`src/rtl/tfp_pkg.sv`:
```
// Package: shared types for the tag frame parser.
// Assumes: nothing beyond IEEE 1800-2017.
package tfp_pkg;
    typedef enum logic [1:0] {
        ST_HUNT    = 2'd0,
        ST_PAYLOAD = 2'd1,
        ST_TRAILER = 2'd2
    } tfp_state_e;
endpackage

```
`src/rtl/tfp_header_det.sv`:
```
// Module: counts consecutive accepted ones while enabled and flags the
// bit that completes the start run.
// Assumes: HDR_ONES >= 2; enable is low outside the hunting state.
module tfp_header_det #(
    parameter int HDR_ONES = 9,
    localparam int CW = $clog2(HDR_ONES)
) (
    input  logic clk,
    input  logic rst_n,
    input  logic enable,
    input  logic bit_valid,
    input  logic bit_in,
    output logic found
);
    logic [CW-1:0] ones_q;

    assign found = enable && bit_valid && bit_in && (ones_q == CW'(HDR_ONES - 1));

    // Purpose: track the length of the current run of ones.
    always_ff @(posedge clk) begin
        if (!rst_n || !enable) begin
            ones_q <= '0;
        end else if (bit_valid) begin
            if (!bit_in || found) ones_q <= '0;
            else                  ones_q <= ones_q + 1'b1;
        end
    end

    p_run_bound_r2: assert property (@(posedge clk) disable iff (!rst_n)
        ones_q <= CW'(HDR_ONES - 1));
    p_found_restart_r2: assert property (@(posedge clk) disable iff (!rst_n)
        found |=> (ones_q == '0));
endmodule

```
`src/rtl/tfp_parity_acc.sv`:
```
// Module: keeps the running column XORs, the current row XOR and sticky
// row and column error flags for one frame.
// Assumes: the strobes are mutually exclusive; idx < COLS when a strobe is high.
module tfp_parity_acc #(
    parameter int COLS = 4,
    localparam int IW = (COLS > 1) ? $clog2(COLS) : 1
) (
    input  logic          clk,
    input  logic          rst_n,
    input  logic          clr,
    input  logic          data_we,
    input  logic          rpar_we,
    input  logic          cpar_we,
    input  logic [IW-1:0] idx,
    input  logic          bit_in,
    output logic          row_err,
    output logic          col_err
);
    logic [COLS-1:0] col_acc_q;
    logic            row_x_q;

    // Purpose: one XOR accumulator per data column.
    for (genvar c = 0; c < COLS; c++) begin : g_col
        always_ff @(posedge clk) begin
            if (!rst_n || clr)                    col_acc_q[c] <= 1'b0;
            else if (data_we && idx == IW'(c))    col_acc_q[c] <= col_acc_q[c] ^ bit_in;
        end
    end

    // Purpose: XOR of the data bits of the row being received.
    always_ff @(posedge clk) begin
        if (!rst_n || clr || rpar_we) row_x_q <= 1'b0;
        else if (data_we)             row_x_q <= row_x_q ^ bit_in;
    end

    // Purpose: sticky row parity mismatch for this frame.
    always_ff @(posedge clk) begin
        if (!rst_n || clr)                    row_err <= 1'b0;
        else if (rpar_we && bit_in != row_x_q) row_err <= 1'b1;
    end

    // Purpose: sticky column parity mismatch for this frame.
    always_ff @(posedge clk) begin
        if (!rst_n || clr)                               col_err <= 1'b0;
        else if (cpar_we && bit_in != col_acc_q[idx])    col_err <= 1'b1;
    end

    p_clr_empties_r11: assert property (@(posedge clk) disable iff (!rst_n)
        clr |=> (col_acc_q == '0 && !row_err && !col_err && !row_x_q));
    p_row_err_source_r4: assert property (@(posedge clk) disable iff (!rst_n)
        $rose(row_err) |-> $past(rpar_we));
    p_col_err_source_r5: assert property (@(posedge clk) disable iff (!rst_n)
        $rose(col_err) |-> $past(cpar_we));
endmodule

```
`src/rtl/tfp_tag_shift.sv`:
```
// Module: assembles the tag by shifting in data bits in arrival order.
// Assumes: shift_en is high only for data bits, never together with clr.
module tfp_tag_shift #(
    parameter int TAG_W = 40
) (
    input  logic             clk,
    input  logic             rst_n,
    input  logic             clr,
    input  logic             shift_en,
    input  logic             bit_in,
    output logic [TAG_W-1:0] tag
);
    // Purpose: shift register for the tag under assembly.
    always_ff @(posedge clk) begin
        if (!rst_n || clr)  tag <= '0;
        else if (shift_en)  tag <= {tag[TAG_W-2:0], bit_in};
    end

    p_clr_zero_r11: assert property (@(posedge clk) disable iff (!rst_n)
        clr |=> (tag == '0));
endmodule

```
`src/rtl/tag_frame_parser.sv`:
```
// Module: top of the tag frame parser. Hunts for the start run, walks the
// row/column frame with a small sequencer and publishes clean tags.
// Assumes: bits arrive already recovered, one per bit_valid strobe.
module tag_frame_parser
    import tfp_pkg::*;
#(
    parameter int HDR_ONES = 9,
    parameter int ROWS     = 10,
    parameter int COLS     = 4,
    localparam int TAG_W   = ROWS * COLS,
    localparam int GW      = $clog2(COLS + 1),
    localparam int RW      = $clog2(ROWS),
    localparam int IW      = (COLS > 1) ? $clog2(COLS) : 1
) (
    input  logic             clk,
    input  logic             rst_n,
    input  logic             bit_valid,
    input  logic             bit_in,
    output logic [TAG_W-1:0] tag_out,
    output logic             tag_valid,
    output logic             frame_done,
    output logic             row_err,
    output logic             col_err,
    output logic             stop_err
);
    tfp_state_e       state_q;
    logic [GW-1:0]    pos_q;
    logic [RW-1:0]    row_q;
    logic             hdr_found;
    logic             grp_last;
    logic             data_we, rpar_we, cpar_we, stop_we;
    logic             acc_row_err, acc_col_err;
    logic [TAG_W-1:0] tag_asm;

    assign grp_last = (pos_q == GW'(COLS));
    assign data_we  = bit_valid && state_q == ST_PAYLOAD && !grp_last;
    assign rpar_we  = bit_valid && state_q == ST_PAYLOAD &&  grp_last;
    assign cpar_we  = bit_valid && state_q == ST_TRAILER && !grp_last;
    assign stop_we  = bit_valid && state_q == ST_TRAILER &&  grp_last;

    tfp_header_det #(.HDR_ONES(HDR_ONES)) u_hdr (
        .clk(clk), .rst_n(rst_n), .enable(state_q == ST_HUNT),
        .bit_valid(bit_valid), .bit_in(bit_in), .found(hdr_found));

    tfp_parity_acc #(.COLS(COLS)) u_par (
        .clk(clk), .rst_n(rst_n), .clr(stop_we),
        .data_we(data_we), .rpar_we(rpar_we), .cpar_we(cpar_we),
        .idx(pos_q[IW-1:0]), .bit_in(bit_in),
        .row_err(acc_row_err), .col_err(acc_col_err));

    tfp_tag_shift #(.TAG_W(TAG_W)) u_tag (
        .clk(clk), .rst_n(rst_n), .clr(stop_we), .shift_en(data_we),
        .bit_in(bit_in), .tag(tag_asm));

    // Purpose: frame sequencer (state, position in group, row number).
    always_ff @(posedge clk) begin
        if (!rst_n) begin
            state_q <= ST_HUNT;
            pos_q   <= '0;
            row_q   <= '0;
        end else begin
            case (state_q)
                ST_HUNT: begin
                    if (hdr_found) begin
                        state_q <= ST_PAYLOAD;
                        pos_q   <= '0;
                        row_q   <= '0;
                    end
                end
                ST_PAYLOAD: begin
                    if (bit_valid) begin
                        if (grp_last) begin
                            pos_q <= '0;
                            if (row_q == RW'(ROWS - 1)) begin
                                state_q <= ST_TRAILER;
                                row_q   <= '0;
                            end else begin
                                row_q <= row_q + 1'b1;
                            end
                        end else begin
                            pos_q <= pos_q + 1'b1;
                        end
                    end
                end
                ST_TRAILER: begin
                    if (bit_valid) begin
                        if (grp_last) begin
                            state_q <= ST_HUNT;
                            pos_q   <= '0;
                        end else begin
                            pos_q <= pos_q + 1'b1;
                        end
                    end
                end
                default: state_q <= ST_HUNT;
            endcase
        end
    end

    // Purpose: publish frame verdict and, when clean, the tag.
    always_ff @(posedge clk) begin
        if (!rst_n) begin
            tag_out    <= '0;
            tag_valid  <= 1'b0;
            frame_done <= 1'b0;
            row_err    <= 1'b0;
            col_err    <= 1'b0;
            stop_err   <= 1'b0;
        end else begin
            tag_valid  <= 1'b0;
            frame_done <= stop_we;
            if (stop_we) begin
                row_err  <= acc_row_err;
                col_err  <= acc_col_err;
                stop_err <= bit_in;
                if (!acc_row_err && !acc_col_err && !bit_in) begin
                    tag_valid <= 1'b1;
                    tag_out   <= tag_asm;
                end
            end
        end
    end

    p_valid_pulse_r8: assert property (@(posedge clk) disable iff (!rst_n)
        tag_valid |=> !tag_valid);
    p_tag_hold_r8: assert property (@(posedge clk) disable iff (!rst_n)
        !tag_valid |-> $stable(tag_out));
    p_valid_clean_r6: assert property (@(posedge clk) disable iff (!rst_n)
        tag_valid |-> (!row_err && !col_err && !stop_err));
    p_valid_with_done_r9: assert property (@(posedge clk) disable iff (!rst_n)
        tag_valid |-> frame_done);
    p_done_hunting_r10: assert property (@(posedge clk) disable iff (!rst_n)
        frame_done |-> (state_q == ST_HUNT));
endmodule

```
`config.mk`:
```
export PLATFORM = sky130hd
export DESIGN_NAME = tag_frame_parser
export DESIGN_NICKNAME = d
export VERILOG_FILES = /design/src/rtl/tfp_pkg.sv /design/src/rtl/tfp_header_det.sv /design/src/rtl/tfp_parity_acc.sv /design/src/rtl/tfp_tag_shift.sv /design/src/rtl/tag_frame_parser.sv
export SDC_FILE = /design/constraint.sdc
export NUM_CORES = 1
export LEC_CHECK = 0
export BUFFER_PORTS_ARGS = -buffer_cell sky130_fd_sc_hd__buf_4
export CORE_ASPECT_RATIO = 1.1
export CORE_MARGIN = 5
export CORE_UTILIZATION = 45
export CTS_CLUSTER_DIAMETER = 80
export DETAILED_ROUTE_END_ITERATION = 16
export MAX_ROUTING_LAYER = met4
export PLACE_DENSITY = 0.64
export SLEW_MARGIN = 20
export SYNTH_ARGS = -nofsm -noshare
export SYNTH_HDL_FRONTEND = slang
export SYNTH_SLANG_ARGS = --single-unit
```
`constraint.sdc`:
```
create_clock -name clk -period 2.6 [get_ports clk]
set_input_delay 0.52 -clock clk [delete_from_list [all_inputs] [get_ports clk]]
set_output_delay 0.52 -clock clk [all_outputs]
set_load 0.05 [all_outputs]
```
# [After elaboration in Yosys (flattened, before gate mapping)]
# Cells that the tools add are included.
[word_totals] reg_bits=105 inputBits=4 out_inout_bits=45 elab_cells=101
[op_classes] add_sub_neg=3 order_cmp=1 eq_ne=17 mux=20 n_bitwise=5 reduce_logical=37
[op_table] op="$mux W4" count=5
[op_table] op="$logic_and A1 B1 Y1" count=17
[op_table] op="$mux W2" count=6
[op_table] op="$ne A2 B2 Y1 const B" count=5
[op_table] op="$mux W3" count=3
[op_table] op="$add A4 B1 Y4 const B" count=2
[op_table] op="$eq A4 B4 Y1 const B" count=2
[op_table] op="$pmux W4 S2" count=1
[op_table] op="$eq A2 B2 Y1 const B" count=3
[op_table] op="$logic_not A1 Y1" count=6
[op_table] op="$pmux W2 S3" count=1
[op_table] op="$pmux W3 S2" count=1
[op_table] op="$reduce_and A6 Y1" count=1
[op_table] op="$xor A1 B1 Y1" count=5
[op_table] op="$eq A2 B1 Y1 const B" count=2
[op_table] op="$logic_not A2 Y1" count=2
[op_table] op="$logic_or A1 B1 Y1" count=4
[op_table] op="$ne A2 B1 Y1 const B" count=2
[op_table] op="$reduce_and A2 Y1" count=2
[op_table] op="$reduce_and A4 Y1" count=1
[op_table] op="$reduce_bool A2 Y1" count=2
[op_table] op="$add A3 B1 Y3 const B" count=1
[op_table] op="$eq A3 B3 Y1 const B" count=1
[op_table] op="$lt A2 B3 Y1 const B" count=1
[op_table] op="other kinds (5)" count=7

# [Depth between registers and ports, before layout]
[logic_depth] ltp_word=6 mapped_depth=10 mapped_depth_nobuf=6

# [Cells and area by module]
# A second synthesis with hierarchy kept.
[hier_totals] cells_unflattened=469 area_unflattened_um2=4490.6
[by_module_without_submodules] module="tag_frame_parser" n_inst=1 cells_per_inst=274 area_each_um2=2451.1 seq_area_each_um2=1081.0
[by_module_without_submodules] module="tfp_tag_shift" n_inst=1 cells_per_inst=130 area_each_um2=1465.2 seq_area_each_um2=800.8
[by_module_without_submodules] module="tfp_parity_acc" n_inst=1 cells_per_inst=35 area_each_um2=325.3 seq_area_each_um2=140.1
[by_module_without_submodules] module="tfp_header_det" n_inst=1 cells_per_inst=30 area_each_um2=249.0 seq_area_each_um2=80.1

# [Least setup slack after synthesis]
# OpenSTA, ideal clock, no wires.
[synth_path] path_kind="reg2reg" startpoint="register pos_q[0]" endpoint="register tag_out[10]" setup_time_ns=0.132 arrival_ns=1.726 required_ns=2.468 path_slack_ns=0.742 path_stages_with_launch=9 n_path_buf=2 synth_period_minus_slack_ns=1.858 path_cell_list="dfxtp_1 inv_1 ha_1 nand4_1 or4_1 clkbuf_1 clkbuf_1 nand2_1 a21oi_1"
[synth_via] elab_chain_cells=3
[synth_rtl] item="start, declared" line="tag_frame_parser.sv:27" rtl="logic [GW-1:0] pos_q;"
[synth_rtl] item="start signal, assigned" line="tag_frame_parser.sv:81" rtl="pos_q <= pos_q + 1'b1;"
[synth_rtl] item="start signal, assigned" line="tag_frame_parser.sv:91" rtl="pos_q <= pos_q + 1'b1;"
[synth_rtl] item="$eq A3 B3 Y1" line="tag_frame_parser.sv:35" rtl="assign grp_last = (pos_q == GW'(COLS));"
[synth_rtl] item="$logic_and A1 B1 Y1" line="tag_frame_parser.sv:39" rtl="assign stop_we = bit_valid && state_q == ST_TRAILER && grp_last;"
[synth_rtl] item="$reduce_and A2 Y1 (no line)"
[synth_rtl] item="end signal, assigned" line="tag_frame_parser.sv:118" rtl="tag_out <= tag_asm;"
[synth_rtl] item="end, declared" line="tag_frame_parser.sv:19" rtl="output logic [TAG_W-1:0] tag_out,"
# No other way between the ends.
# A chain may end at the register's enable or synchronous reset.

# [Worst setup path in the final report]
[layout_path] startpoint="register pos_q[0]" endpoint="register tag_out[9]"
# The elaborated chain is that of the path after synthesis.

==> reports/qor.txt <==
# rows: 36
Reg clk slew, reported paths: 0.10 ns
CTS tree: done
Vias/cell: 5.05
Most used DFF post-synth: dfxtp_1
Final Setup Violations: 0
Total Routing Usage GR: 16.7%
Aggregate routed wire length: 8.31 mm
Post-Syn Area: 4070 sq um
Core area: 8830 sq um
Max Slew Vio Count: 0
Sequential fraction of the synthesis area: 51.7%
Post_cts resized: 0
Commonest non-fill, non-tap cell in the layout: nand2_1
Dominant cell type by area after synthesis: dfxtp_1
Die X-Extent: 101 um
Final instance area: 4740 sq um
Synth area leaders: dfxtp_1 (52%), nand2_1 (17%), a21oi_1 (12%)
FMAX: 478 MHz
Final net count: 561
Starting Density: 46.1%
Final hold vios: 0
Worst Path Required: 2.84 ns
Critical path's largest stage delay: 0.48 ns
Reg-to-Reg Start: pos_q[0]
DR WL/cell: 12.5 um
Data arrival, critical path: 2.33 ns
DR pass1 iterations: 4
I/O Pins: 49
Min Tclk post-route: 2.09 ns
Flop2flop setup slack: 0.51 ns
Grt total ovfl: 0
Tcrit/Tclk final: 80.5%
Avg Cell Area, Syn: 7.98 sq um
Leakage power: 1.67 nW
Adder-cell share of the synthesized area: 3.69%
TNS Setup: 0 ns
Clock buffer count from CTS: 9
RSZ-0062 raised after global routing: no
Mux cell area share after synthesis: 0.831%
WP depth: 7
Flops & latches, synth: 105
CP max FO: 40
Initial antenna violation count: 0
Worst Skew: 0.0147 ns
First-pass GRT wire length: 14.7 mm
Post-Syn Nets: 526
CTS sink cnt: 105
Max Cap Viol: 0
Distinct cell type count after synthesis: 39
Post-route ant nets: 0
Gate Count Post-Synth: 510
CTS Hold Bufs: 0
Vias in the first global route: 3,293
DR vias: 3,354
# DRC: 0
Dpl hpwl: 5.56 mm
Post-DP Area: 4500 sq um
Synth top area share: 51.7%
Top delay family on crit path: simple AND/OR/NAND/NOR gates
HP Class: flop to flop
ANT cells: 0
CP endpoint kind: flop
Post-Synth XOR/XNOR Area: 1.29%
Worst setup path class: flop to flop
Simple-gate share of the synthesized area: 23.2%
Slew @ Worst Pin: 0.505 ns
Starting DRT DRC Count: 143
# port buffers: 48
H-tree level count: 3
Die ar.: 11,000 sq um
Setup crit end: tag_out[9]
Startpoint Class: flop
Post-CTS Setup Bufs: 0
DIE HEIGHT: 110 um
Largest family of logic cells by synthesized area: simple AND/OR/NAND/NOR gates
CTS Root Cell: clkbuf_8
Clk buf depth: 2
Layout Area Growth over Synthesis: 16.6%
WP buf/inv: 2
EDFF count, synth: 0
Largest net degree at the start of global routing: 48
Worst path cell trace: inv_1, ha_1, nand4_1, or4_1, buf_4, nand2_1, a21oi_1
Filler Cells Inserted: 887
Clock latency at the later pin of the worst-skew pair: 0.36 ns
Layout cells sized above 1: 13.8%
Status: finished clean
Maximum VDD drop: 281 uV
Placer congestion estimate: 0.817
Ys async rst share: 0%
Worst R2R Path Depth: 7
P per Cell Area: 591 nW/um^2
Complex-gate fraction of the synthesized area: 14.9%
Most frequent cells in the layout: nand2_1 (179), dfxtp_1 (105), a21oi_1 (95), buf_4 (56), nor2_1 (14)
Relative slew slack: 66.1%
YS warnings: 0
Reg2reg end: tag_out[9]
Crit-path slowest cell: or4_1
HP Start: tag_out[17]
CP Launch Point: pos_q[0]
-- cell usage after synthesis, types with 2 or more instances --
library cell and count:
a21oi_1 95, nand4b_1 2, nand4_1 6, nand3_1 6
or4_1 2, o21ai_0 9, nor3_1 4, buf_1 2
or3_1 2, nor2_1 14, a2bb2oi_1 2, and2_1 2
dfxtp_1 105, nand2_1 179, inv_1 11, xor2_1 5
buf_2 11, ha_1 12, clkbuf_1 19, a31oi_1 3
-- registers in the layout, indices dropped and copies added (netlist names), 2 cells and up --
signal / cells
tag_out: 40
u_tag.tag: 40
row_q: 4
u_hdr.ones_q: 4
u_par.col_acc_q: 4
pos_q: 3
state_q: 2
-- worst min-delay path: stages (launching register included) --
cell and delay, ns:
dfxtp_1 0.32, nand2_1 0.05, a21oi_1 0.05
-- metal layers --
metal  up-vias  wire length (um)  global-route usage, %
met4         0               109                   5.97
met3         7               300                   2.98
li1       1754                 -                      -
met5         -                 0                      -
met2        53              3770                   26.2
met1      1540              4120                   21.8
-- power breakdown --
part | internal, mW | switching (mW)
combinational | 0.0113 | 0.0382
clock | 0.582 | 0.562
sequential | 1.61 | 0.00142
total | 2.20 | 0.602
-- worst min path at each step --
| stage | endpoint | slack (ns) | depth (start not counted) |
|---|---|---|---|
| after global routing | u_hdr.ones_q[3] | 0.48 | 3 |
| after floorplan | tag_out[39] | 0.43 | 2 |
| after detailed placement | tag_out[25] | 0.45 | 2 |
| after global placement | tag_out[16] | 0.44 | 2 |
| final | tag_out[17] | 0.46 | 2 |
| after CTS | tag_out[17] | 0.46 | 2 |
-- cells by family after synthesis --
| group | Yosys count |
|---|---|
| flops | 105 |
| xor+xnor | 6 |
| simple gates | 226 |
| fa+ha+maj | 12 |
| buf+inv | 44 |
| mux | 2 |
| compound gates | 115 |
-- layout make-up --
type	count	area (sq um)	share of cell area, %
clock buffer	10	138	2.90
clock inverter	6	101	2.14
inverter	12	45.0	0.950
multi-input combinational	361	1790	37.8
sequential	105	2100	44.3
tap	114	143	3.01
timing repair buffer	56	420	8.87
-- metrics by stage --
stage / cells / hold slack [ns] / setup slack [ns] / util [%] / power [mW]
after floorplan: 510 / 0.432 / 0.742 / - / 1.68
after global placement: 648 / 0.443 / 0.605 / 51.0 / 1.70
after detailed placement: 648 / 0.449 / 0.503 / 51.0 / 1.70
after CTS: 664 / 0.463 / 0.503 / 53.7 / 2.84
after global routing: 664 / 0.479 / 0.302 / 53.7 / 2.92
final: 664 / 0.461 / 0.506 / 53.7 / 2.80
Power figures use the tool's default switching activity.
